### config.mk
export PLATFORM = sky130hd
export DESIGN_NAME = slot_tracker
export DESIGN_NICKNAME = d
export VERILOG_FILES = /design/src/rtl/slot_pkg.sv /design/src/rtl/slot_freelist.sv /design/src/rtl/slot_match.sv /design/src/rtl/slot_timer.sv /design/src/rtl/slot_tracker.sv
export SDC_FILE = /design/constraint.sdc
export NUM_CORES = 1
export LEC_CHECK = 0
export CAP_MARGIN = 0
export CORE_ASPECT_RATIO = 1.1
export CORE_UTILIZATION = 38
export DETAILED_ROUTE_END_ITERATION = 8
export SKIP_LAST_GASP = 1
export SYNTH_ARGS = -nofsm -noshare
export SYNTH_HDL_FRONTEND = slang
export SYNTH_SLANG_ARGS = --single-unit
### constraint.sdc
create_clock -name clk_i -period 5.7 [get_ports clk_i]
set_clock_uncertainty 0.2 [all_clocks]
set_input_delay 1.425 -clock clk_i [delete_from_list [all_inputs] [get_ports clk_i]]
set_output_delay 1.425 -clock clk_i [all_outputs]
set_load 0.02 [all_outputs]
### src/rtl/slot_pkg.sv
package slot_pkg;
  parameter int SEQ_W = 16;
  parameter int TID_W = 2;
  parameter int STG_W = 3;
  parameter int CMD_W = 4;

  typedef struct packed {
    logic [TID_W-1:0] tid;
    logic [SEQ_W-1:0] seq;
    logic [STG_W-1:0] stage;
    logic [CMD_W-1:0] cmd;
  } slot_ent_t;
endpackage

### src/rtl/slot_freelist.sv
module slot_freelist #(
  parameter int N = 4,
  localparam int IW = (N > 1) ? $clog2(N) : 1,
  localparam int CW = $clog2(N + 1)
) (
  input  logic          clk_i,
  input  logic          rst_ni,
  input  logic          pop_i,
  input  logic          rel_push_i,
  input  logic [IW-1:0] rel_idx_i,
  input  logic [N-1:0]  sq_push_i,
  output logic [IW-1:0] head_o,
  output logic [CW-1:0] cnt_o
);
  logic [N-1:0][IW-1:0] fl_q, fl_d;
  logic [CW-1:0]        cnt_q, cnt_d;

  // pop from head first, then append release, then squashed slots low to high
  always_comb begin
    fl_d  = fl_q;
    cnt_d = cnt_q;
    if (pop_i) begin
      for (int i = 0; i < N - 1; i++) fl_d[i] = fl_q[i+1];
      cnt_d = cnt_d - CW'(1);
    end
    if (rel_push_i && cnt_d < CW'(N)) begin
      fl_d[cnt_d[IW-1:0]] = rel_idx_i;
      cnt_d = cnt_d + CW'(1);
    end
    for (int i = 0; i < N; i++) begin
      if (sq_push_i[i] && cnt_d < CW'(N)) begin
        fl_d[cnt_d[IW-1:0]] = IW'(i);
        cnt_d = cnt_d + CW'(1);
      end
    end
  end

  always_ff @(posedge clk_i or negedge rst_ni) begin
    if (!rst_ni) begin
      for (int i = 0; i < N; i++) fl_q[i] <= IW'(i);
      cnt_q <= CW'(N);
    end else begin
      fl_q  <= fl_d;
      cnt_q <= cnt_d;
    end
  end

  assign head_o = fl_q[0];
  assign cnt_o  = cnt_q;

  p_cnt_bound_r9: assert property (@(posedge clk_i) disable iff (!rst_ni)
    cnt_q <= CW'(N));
  p_pop_nonempty_r4: assert property (@(posedge clk_i) disable iff (!rst_ni)
    pop_i |-> cnt_q != '0);
endmodule

### src/rtl/slot_match.sv
module slot_match #(
  parameter int N = 4,
  localparam int IW = (N > 1) ? $clog2(N) : 1
) (
  input  logic [N-1:0]                     valid_i,
  input  logic [N-1:0][slot_pkg::TID_W-1:0] tid_i,
  input  logic [N-1:0][slot_pkg::SEQ_W-1:0] seq_i,
  input  logic                             care_tid_i,
  input  logic [slot_pkg::TID_W-1:0]       key_tid_i,
  input  logic [slot_pkg::SEQ_W-1:0]       key_seq_i,
  output logic                             hit_o,
  output logic [IW-1:0]                    idx_o
);
  // lowest matching index wins
  always_comb begin
    hit_o = 1'b0;
    idx_o = '0;
    for (int i = N - 1; i >= 0; i--) begin
      if (valid_i[i] && seq_i[i] == key_seq_i &&
          (!care_tid_i || tid_i[i] == key_tid_i)) begin
        hit_o = 1'b1;
        idx_o = IW'(i);
      end
    end
  end
endmodule

### src/rtl/slot_timer.sv
module slot_timer #(
  parameter int N       = 4,
  parameter int LATENCY = 2,
  localparam int TW = $clog2(LATENCY + 1)
) (
  input  logic         clk_i,
  input  logic         rst_ni,
  input  logic [N-1:0] start_i,
  input  logic [N-1:0] cancel_i,
  output logic [N-1:0] done_o
);
  logic [N-1:0]         pend_q;
  logic [N-1:0][TW-1:0] tmr_q;

  for (genvar g = 0; g < N; g++) begin : g_slot
    assign done_o[g] = pend_q[g] && tmr_q[g] == TW'(1);

    always_ff @(posedge clk_i or negedge rst_ni) begin
      if (!rst_ni) begin
        pend_q[g] <= 1'b0;
        tmr_q[g]  <= '0;
      end else if (start_i[g]) begin
        pend_q[g] <= 1'b1;
        tmr_q[g]  <= TW'(LATENCY);
      end else if (cancel_i[g] || done_o[g]) begin
        pend_q[g] <= 1'b0;
      end else if (pend_q[g]) begin
        tmr_q[g]  <= tmr_q[g] - TW'(1);
      end
    end

    p_single_done_r5: assert property (@(posedge clk_i) disable iff (!rst_ni)
      done_o[g] |=> !done_o[g]);
    p_cancel_r6: assert property (@(posedge clk_i) disable iff (!rst_ni)
      cancel_i[g] |=> !done_o[g]);
  end
endmodule

### src/rtl/slot_tracker.sv
module slot_tracker
  import slot_pkg::*;
#(
  parameter int N_SLOTS = 4,
  parameter int LATENCY = 2,
  localparam int IW = (N_SLOTS > 1) ? $clog2(N_SLOTS) : 1,
  localparam int CW = $clog2(N_SLOTS + 1)
) (
  input  logic               clk_i,
  input  logic               rst_ni,
  input  logic               req_valid_i,
  input  logic [TID_W-1:0]   req_tid_i,
  input  logic [SEQ_W-1:0]   req_seq_i,
  input  logic [STG_W-1:0]   req_stage_i,
  input  logic [CMD_W-1:0]   req_cmd_i,
  output logic               gnt_o,
  output logic               deny_o,
  output logic               gnt_again_o,
  output logic [IW-1:0]      gnt_slot_o,
  output logic [STG_W-1:0]   gnt_stage_o,
  output logic [CMD_W-1:0]   gnt_cmd_o,
  input  logic               rel_valid_i,
  input  logic [IW-1:0]      rel_slot_i,
  input  logic               sq_valid_i,
  input  logic               sq_kill_i,
  input  logic [TID_W-1:0]   sq_tid_i,
  input  logic [SEQ_W-1:0]   sq_seq_i,
  output logic [N_SLOTS-1:0] squashed_o,
  output logic [N_SLOTS-1:0] done_o,
  input  logic [SEQ_W-1:0]   lookup_seq_i,
  output logic               lookup_hit_o,
  output logic [IW-1:0]      lookup_slot_o,
  output logic [CW-1:0]      avail_o,
  output logic [CW-1:0]      used_o
);
  logic [N_SLOTS-1:0]             valid_q;
  slot_ent_t                      ent_q [N_SLOTS];
  logic [N_SLOTS-1:0][TID_W-1:0]  tid_a;
  logic [N_SLOTS-1:0][SEQ_W-1:0]  seq_a;
  logic                           rr_hit;
  logic [IW-1:0]                  rr_idx, head;
  logic [CW-1:0]                  fcnt;
  logic                           alloc, rel_ok;
  logic [SEQ_W-1:0]               bound;
  logic [N_SLOTS-1:0]             sq_vec, rel_vec, alloc_vec;

  always_comb begin
    for (int i = 0; i < N_SLOTS; i++) begin
      tid_a[i] = ent_q[i].tid;
      seq_a[i] = ent_q[i].seq;
    end
  end

  slot_match #(.N(N_SLOTS)) u_rereq (
    .valid_i(valid_q), .tid_i(tid_a), .seq_i(seq_a), .care_tid_i(1'b1),
    .key_tid_i(req_tid_i), .key_seq_i(req_seq_i), .hit_o(rr_hit), .idx_o(rr_idx)
  );

  slot_match #(.N(N_SLOTS)) u_lookup (
    .valid_i(valid_q), .tid_i(tid_a), .seq_i(seq_a), .care_tid_i(1'b0),
    .key_tid_i('0), .key_seq_i(lookup_seq_i), .hit_o(lookup_hit_o),
    .idx_o(lookup_slot_o)
  );

  assign alloc       = req_valid_i && !rr_hit && fcnt != '0;
  assign gnt_o       = req_valid_i && (rr_hit || fcnt != '0);
  assign deny_o      = req_valid_i && !rr_hit && fcnt == '0;
  assign gnt_again_o = req_valid_i && rr_hit;
  assign gnt_slot_o  = rr_hit ? rr_idx : head;
  assign gnt_stage_o = rr_hit ? ent_q[rr_idx].stage : req_stage_i;
  assign gnt_cmd_o   = rr_hit ? ent_q[rr_idx].cmd : req_cmd_i;

  assign bound = sq_kill_i ? '0 : sq_seq_i;

  always_comb begin
    for (int i = 0; i < N_SLOTS; i++) begin
      sq_vec[i] = sq_valid_i && valid_q[i] && ent_q[i].tid == sq_tid_i &&
                  ent_q[i].seq > bound;
      alloc_vec[i] = alloc && head == IW'(i);
    end
    rel_ok  = rel_valid_i && valid_q[rel_slot_i] && !sq_vec[rel_slot_i];
    rel_vec = '0;
    rel_vec[rel_slot_i] = rel_ok;
  end

  assign squashed_o = sq_vec;

  slot_freelist #(.N(N_SLOTS)) u_free (
    .clk_i, .rst_ni, .pop_i(alloc), .rel_push_i(rel_ok), .rel_idx_i(rel_slot_i),
    .sq_push_i(sq_vec), .head_o(head), .cnt_o(fcnt)
  );

  if (LATENCY > 0) begin : g_timed
    slot_timer #(.N(N_SLOTS), .LATENCY(LATENCY)) u_timer (
      .clk_i, .rst_ni, .start_i(alloc_vec), .cancel_i(sq_vec | rel_vec),
      .done_o(done_o)
    );
  end else begin : g_instant
    assign done_o = alloc_vec & ~(sq_vec | rel_vec);
  end

  always_ff @(posedge clk_i or negedge rst_ni) begin
    if (!rst_ni) begin
      valid_q <= '0;
      for (int i = 0; i < N_SLOTS; i++) ent_q[i] <= '0;
    end else begin
      for (int i = 0; i < N_SLOTS; i++) begin
        if (sq_vec[i] || rel_vec[i]) valid_q[i] <= 1'b0;
        else if (alloc_vec[i]) begin
          valid_q[i] <= 1'b1;
          ent_q[i]   <= '{tid: req_tid_i, seq: req_seq_i,
                          stage: req_stage_i, cmd: req_cmd_i};
        end
      end
    end
  end

  assign avail_o = fcnt;
  assign used_o  = CW'(N_SLOTS) - fcnt;

  p_deny_hold_r4: assert property (@(posedge clk_i) disable iff (!rst_ni)
    deny_o && !rel_valid_i && !sq_valid_i |=> avail_o == $past(avail_o));
  p_alloc_take_r2: assert property (@(posedge clk_i) disable iff (!rst_ni)
    gnt_o && !gnt_again_o && !rel_valid_i && !sq_valid_i
      |=> avail_o == $past(avail_o) - CW'(1));
  p_again_valid_r3: assert property (@(posedge clk_i) disable iff (!rst_ni)
    gnt_again_o |-> valid_q[gnt_slot_o]);
  p_lookup_r8: assert property (@(posedge clk_i) disable iff (!rst_ni)
    lookup_hit_o |-> valid_q[lookup_slot_o] && ent_q[lookup_slot_o].seq == lookup_seq_i);
  for (genvar g = 0; g < N_SLOTS; g++) begin : g_chk
    p_squash_clear_r6: assert property (@(posedge clk_i) disable iff (!rst_ni)
      squashed_o[g] |=> !valid_q[g]);
  end
endmodule

==> flow_metrics.tcl, run 1 <==
set metrics [dict create \
    required_ns 5.87 \
    gp_congestion 1.01 \
    start_util_pct 39.1 \
    min_to "g_timed.u_timer.tmr_q[7]" \
    post_drt_wl_per_cell_um 21.5 \
    hold_start "g_timed.u_timer.tmr_q[7]" \
    grt-ovfl-total 0 \
    postSynthCellCount 990 \
    crit_top_cell "ha_4" \
    cap_violations 0 \
    setup_tns_ns -1.01 \
    synthesis.area_um2 9700 \
    die_w_um 154 \
    io_buffers 95 \
    grt_pass1_wl_um 51000 \
    drc_errors 0 \
    slew_headroom_pct 42.5 \
    r2r.worst_path.cells 22 \
    route.met3.wl_um 1510 \
    synth_cell_types 70 \
    slowest_stage "mux4_2" \
    leakage_nw 5.96 \
    max_clock_freq_mhz 171 \
    clkSinkCount 127 \
    antenna_found_initial 0 \
    drt-met1-wl_um 14700 \
    tightestPinTransition_ns 0.863 \
    synth_edf_count 0 \
    timing.final.ws_setup_ns -0.152 \
    slowest_delay_ns 0.51 \
    grt_use_total_pct 26.3 \
    wl_met2_um 15900 \
    insertion_delay_ns 0.44 \
    final_common_cell "buf_4" \
    final_cell_count_no_fill 1549 \
    vias 8450 \
    rsz0062_at_grt "true" \
    yosys_warnings 0 \
    path_class "input port to flop" \
    r2r_end "u_free.head_o[1]" \
    dp_cells 1502 \
    core_um2 24800 \
    ant_nets 0 \
    r2r_slack_ns 0.74 \
    vias_per_cell 5.46 \
    dr.pass1.iters 5 \
    rows 60 \
    htreeDepth 4 \
    mostFrequentLayoutCells "buf_4 (168), dfrtp_1 (122), mux2_2 (99)" \
    numCtsBuffers 17 \
    setup_viol 12 \
    worst_ep_arrival_time_ns 6.02 \
    holdBufCountCts 0 \
    routed_wl_um 33300 \
    antenna_cells 0 \
    finish.utilization_pct 54.4 \
    grt_pass1_vias 8651 \
    period_minus_slack_ns 5.85 \
    min_path_type "flop to flop" \
    max-vdd-ir-drop_mv 0.268 \
    violations "setup timing" \
    dpl.hpwl_um 26000 \
    status "finished with violations" \
    die_y_um 170 \
    holdPathStages 2 \
    boundaryPins 96 \
    async_flop_share_pct 100 \
    ys_ff_latch 127 \
    fin_nets 1381 \
    synth-seq-area-share_pct 32.8 \
    finalMaxSlewViolations 0 \
    fin_crit_sh_pct 103 \
    synth_flop_cell "dfrtp_1" \
    syn_area_per_cell_um2 9.80 \
    clockBufferDepth 2 \
    grt_max_degree 65 \
    r2r_start "ent_q[88]" \
    die-area_um2 26200 \
    root_buffer "clkbuf_16" \
    crit_fanout 7 \
    areaGrowthSynthToFinish_pct 39.0 \
    yosys-top-cells-area "dfrtp_1 (31%), mux2_2 (12%), ha_1 (11%)" \
    start_kind "input port" \
    cts_tree "done" \
    finalHoldViolCount 0 \
    highest_layer "met4" \
    path_clk_slew_ns 0.07 \
    drive_gt1_share_pct 35.5 \
    yosysTopAreaCell "dfrtp_1" \
    power.density_nw_per_um2 545 \
    worst_setup_path_end_kind "flop" \
    syn_nets 1145 \
    synth_top_area_share_pct 31.5 \
    dr.first_iter.drc_count 581 \
]
-- flip-flops by register name (all words and copies together) (netlist names) --
name / flops
u_free.cnt_o: 3
ent_q: 100
g_timed.u_timer.tmr_q: 8
u_free.fl_q: 6
u_free.head_o: 2
valid_q: 4
g_timed.u_timer.pend_q: 4
-- where the power goes --
group          switching, mW  internal (mW)
registers              0.609           1.37
logic                   2.05           2.20
clock network          0.527          0.588
-- through the flow --
stage | power [mW] | setup slack [ns] | instance area [um2] | hold slack (ns)
floorplan | 4.19 | -0.787 | 9970 | 0.267
global placement | 5.76 | -1.23 | 12300 | 0.283
detailed placement | 5.82 | -1.31 | 12300 | 0.286
CTS | 7.11 | -0.137 | 13200 | 0.302
global route | 7.81 | -0.304 | 13500 | 0.315
finish | 7.34 | -0.152 | 13500 | 0.300
-- timing repair --
| item | in CTS | in global routing |
|---|---|---|
| endpoints found under the setup margin | 27 | 26 |
| pin swaps | 34 | 26 |
| gates resized for setup | 112 | 67 |
| setup buffers | 6 | 8 |
| cloned | 1 | 0 |
-- cells in the mapped netlist, drive strengths merged (2+ instances only) --
master	n
o21ai	32
mux2i	15
mux2	101
o21a	5
ha	88
inv	30
a32oi	2
dfstp	5
or3	4
nor2	46
a221oi	3
o211ai	4
nor3	9
nand3b	4
a41oi	3
a21boi	3
nand4	44
nand2	93
dfrtp	122
or4	9
xor2	54
and4	2
and2	10
a21o	6
nor4	16
buf	12
a311oi	3
nor2b	6
nand3	16
a211oi	4
a31oi	12
mux4	2
nand2b	23
a211o	3
or2	5
a21oi	33
nand4b	3
xnor2	99
clkbuf	42
and3	3
-- per-layer routing --
| layer | vias to the layer above | track usage (%) |
|---|---|---|
| met4 | 0 | 10.5 |
| li1 | 3989 | - |
| met5 | - | 0 |
| met1 | 4176 | 34.7 |
| met2 | 227 | 44.2 |
| met3 | 58 | 2.60 |
-- worst max path at each step --
stage | end | start | cells past startpoint | slack [ns]
floorplan | u_free.head_o[0] | sq_kill_i | 25 | -0.79
global placement | u_free.cnt_o[1] | sq_kill_i | 23 | -1.23
detailed placement | u_free.fl_q[4] | sq_kill_i | 24 | -1.31
CTS | u_free.cnt_o[1] | req_seq_i[1] | 21 | -0.14
global route | u_free.head_o[1] | sq_kill_i | 25 | -0.30
finish | u_free.head_o[1] | sq_kill_i | 26 | -0.15
-- cell families (layout without fill, tap and decap cells) --
logic type | Yosys count | in the layout | synth area share [%]
AO/OA/AOI/OAI | 121 | 121 | 7.99
adder cells (fa/ha/maj) | 88 | 88 | 11.4
XOR/XNOR | 154 | 154 | 14.3
buffers and inverters | 84 | 333 | 3.53
flip-flops | 127 | 127 | 32.8
multiplexers | 118 | 118 | 13.8
AND/OR/NAND/NOR | 298 | 298 | 16.2
-- layout make-up --
class | instances | area [um2]
clock inverters | 15 | 160
fillers | 2215 | 11300
repair buffers | 271 | 2380
inverters | 30 | 113
well taps | 310 | 388
multi-input cells | 779 | 6830
flip-flops and latches | 127 | 3180
clock buffers | 17 | 425
-- critical path: cells and delay by family --
kind	cells	cell delay, ns
multiplexers	2	0.86
adder cells (fa/ha/maj)	4	0.94
buffers and inverters	5	0.62
AND/OR/NAND/NOR	10	1.41
AO/OA/AOI/OAI	5	0.76
Note: power is estimated with default switching activity, not from simulation.
==> run 2, diff against run 1 <==
--- a/config.mk
+++ b/config.mk
@@ -6,9 +6,12 @@
 export NUM_CORES = 1
 export LEC_CHECK = 0
 export CAP_MARGIN = 0
+export CELL_PAD_IN_SITES_DETAIL_PLACEMENT = 1
+export CELL_PAD_IN_SITES_GLOBAL_PLACEMENT = 2
 export CORE_ASPECT_RATIO = 1.1
-export CORE_UTILIZATION = 38
+export CORE_UTILIZATION = 34
 export DETAILED_ROUTE_END_ITERATION = 8
+export PLACE_DENSITY_LB_ADDON = 0.1
 export SKIP_LAST_GASP = 1
 export SYNTH_ARGS = -nofsm -noshare
 export SYNTH_HDL_FRONTEND = slang
==> flow_metrics.tcl, run 2 (synthesis gave the netlist of run 1 again) <==
set metrics [dict create \
    drc_errors 0 \
    dpl.hpwl_um 30000 \
    status "finished with violations" \
    top_register "ent_q" \
    antenna_found_initial 1 \
    antenna_cells 0 \
    grt_pass1_wl_um 56900 \
    dr.first_iter.drc_count 402 \
    grt_max_degree 97 \
    grt_pass1_vias 9230 \
    finalHoldViolCount 0 \
    io_buffers 95 \
    cap_violations 0 \
    die_w_um 163 \
    power.density_nw_per_um2 554 \
    leakage_nw 6.19 \
    fillers 3124 \
    setup_viol 11 \
    drive_gt1_share_pct 38.2 \
    vias_per_cell 5.26 \
    worst_ep_arrival_time_ns 6.22 \
    dr.pass1.iters 4 \
    die_y_um 179 \
    rsz0062_at_grt "true" \
    largest_register_ffs 100 \
    crit_fanout 4 \
    path_clk_slew_ns 0.07 \
    boundaryPins 96 \
    setup_tns_ns -3.14 \
    tightestPinTransition_ns 1.01 \
    fin_crit_sh_pct 106 \
    finalMaxSlewViolations 0 \
    ant_nets 0 \
    insertion_delay_ns 0.44 \
    path_class "input port to flop" \
    final_common_cell "buf_4" \
    period_minus_slack_ns 6.06 \
    vias 8603 \
    die-area_um2 29200 \
    slew_headroom_pct 32.5 \
    slowest_delay_ns 0.54 \
    min_path_type "flop to flop" \
    max-vdd-ir-drop_mv 0.468 \
    grt_use_total_pct 27.3 \
    core_um2 27900 \
    fin_nets 1415 \
    clockBufferDepth 2 \
    critPathBufInv 4 \
    start_kind "input port" \
    slowest_stage "or4_4" \
    finish.utilization_pct 50.2 \
    cts_tree "done" \
    post_drt_wl_per_cell_um 23.3 \
    violations "setup timing" \
    areaGrowthSynthToFinish_pct 44.5 \
    timing.final.ws_setup_ns -0.359 \
    rows 64 \
    required_ns 5.86 \
    worst_setup_path_end_kind "flop" \
    holdBufCountCts 0 \
    htreeDepth 4 \
    routed_wl_um 38200 \
    numCtsBuffers 17 \
    max_clock_freq_mhz 165 \
    root_buffer "clkbuf_16" \
    clkSinkCount 127 \
    start_util_pct 34.7 \
    gp_congestion 0.936 \
    grt-ovfl-total 0 \
    mostFrequentLayoutCells "buf_4 (191), dfrtp_1 (122), mux2_2 (99)" \
    reg_top3 "ent_q x100, g_timed.u_timer.tmr_q x8, u_free.fl_q x6" \
    cp_cell_sequence "clkdlybuf4s50_1, nand2b_4, ha_1, nand2_1, or4_4, o21ai_4, a31oi_4, mux4_2, nor4_4, mux2_4, ha_4, nand2b_4, buf_4, buf_4, o211ai_1, buf_4, and2_1, ha_4, mux2_4, ha_4, mux2i_1" \
    cp_top_family "simple AND/OR/NAND/NOR gates" \
]
==> run 2: final timing paths <==
kind                              endpoint  slack (ns)  depth (start not counted)        start
setup / recovery           u_free.cnt_o[1]       -0.36                         21  sq_seq_i[4]
hold / removal                   ent_q[80]        0.30                          1    ent_q[80]
setup reg to reg           u_free.cnt_o[1]        0.49                         18    ent_q[90]
hold reg to reg                  ent_q[80]        0.30                          1    ent_q[80]
max in group asynchronous        ent_q[10]        3.46                          2       rst_ni
min in group asynchronous        ent_q[66]        0.85                          1       rst_ni
==> run 2: worst register-to-register path, delay by kind of cell (launching register included) <==
family | cells | cell delay (ns)
buf+inv | 3 | 0.52
flops | 1 | 0.47
mux | 3 | 0.65
simple gates | 5 | 1.42
xor+xnor | 2 | 0.70
compound gates | 2 | 0.47
fa+ha+maj | 3 | 0.72
==> run 2: final cells by class <==
type                            instances  area (um2)  share of cell area [%]
Clock buffer                           18         429                    3.06
Clock inverter                         14         171                    1.22
Sequential cell                       127        3180                    22.7
Tap cell                              363         454                    3.24
Timing Repair Buffer                  305        2630                    18.8
Inverter                               30         115                   0.821
Multi-Input combinational cell        779        7030                    50.1
==> run 2: per-layer routing <==
metal  wire length [um]  vias up  part of all wire (%)  track usage (%)
met5                  0        -                     0                0
met4               1100        0                   2.9             10.1
met3               1340       55                   3.5             4.77
met2              18000      141                    47             45.0
met1              17800     4363                    47             35.5
li1                   -     4044                     -                -
==> run 2: power breakdown <==
| group | internal, mW | switching (mW) | total [mW] | leakage, nW |
|---|---|---|---|---|
| logic | 2.35 | 2.20 | 4.55 | 4.39 |
| registers | 1.37 | 0.690 | 2.06 | 1.52 |
| clock network | 0.662 | 0.495 | 1.16 | 0.286 |
| total | 4.38 | 3.39 | 7.76 | 6.19 |
==> run 2: stage by stage <==
step                hold slack (ns)  instance area [um2]  setup WS (ns)  total power [mW]  cells
floorplan                     0.267                 9970         -0.787              4.19    990
global placement              0.281                12500          -1.43              5.92   1570
detailed placement            0.289                12500          -1.55              6.04   1570
CTS                           0.304                13700         -0.355              7.55   1620
global route                  0.316                14000         -0.481              8.25   1636
finish                        0.301                14000         -0.359              7.76   1636
==> run 2: what timing repair did <==
action,in CTS,in global routing
setup endpoints to repair,28,26
buffers inserted,17,16
gates cloned,1,0
gates resized for setup,151,55
pin swaps,40,37
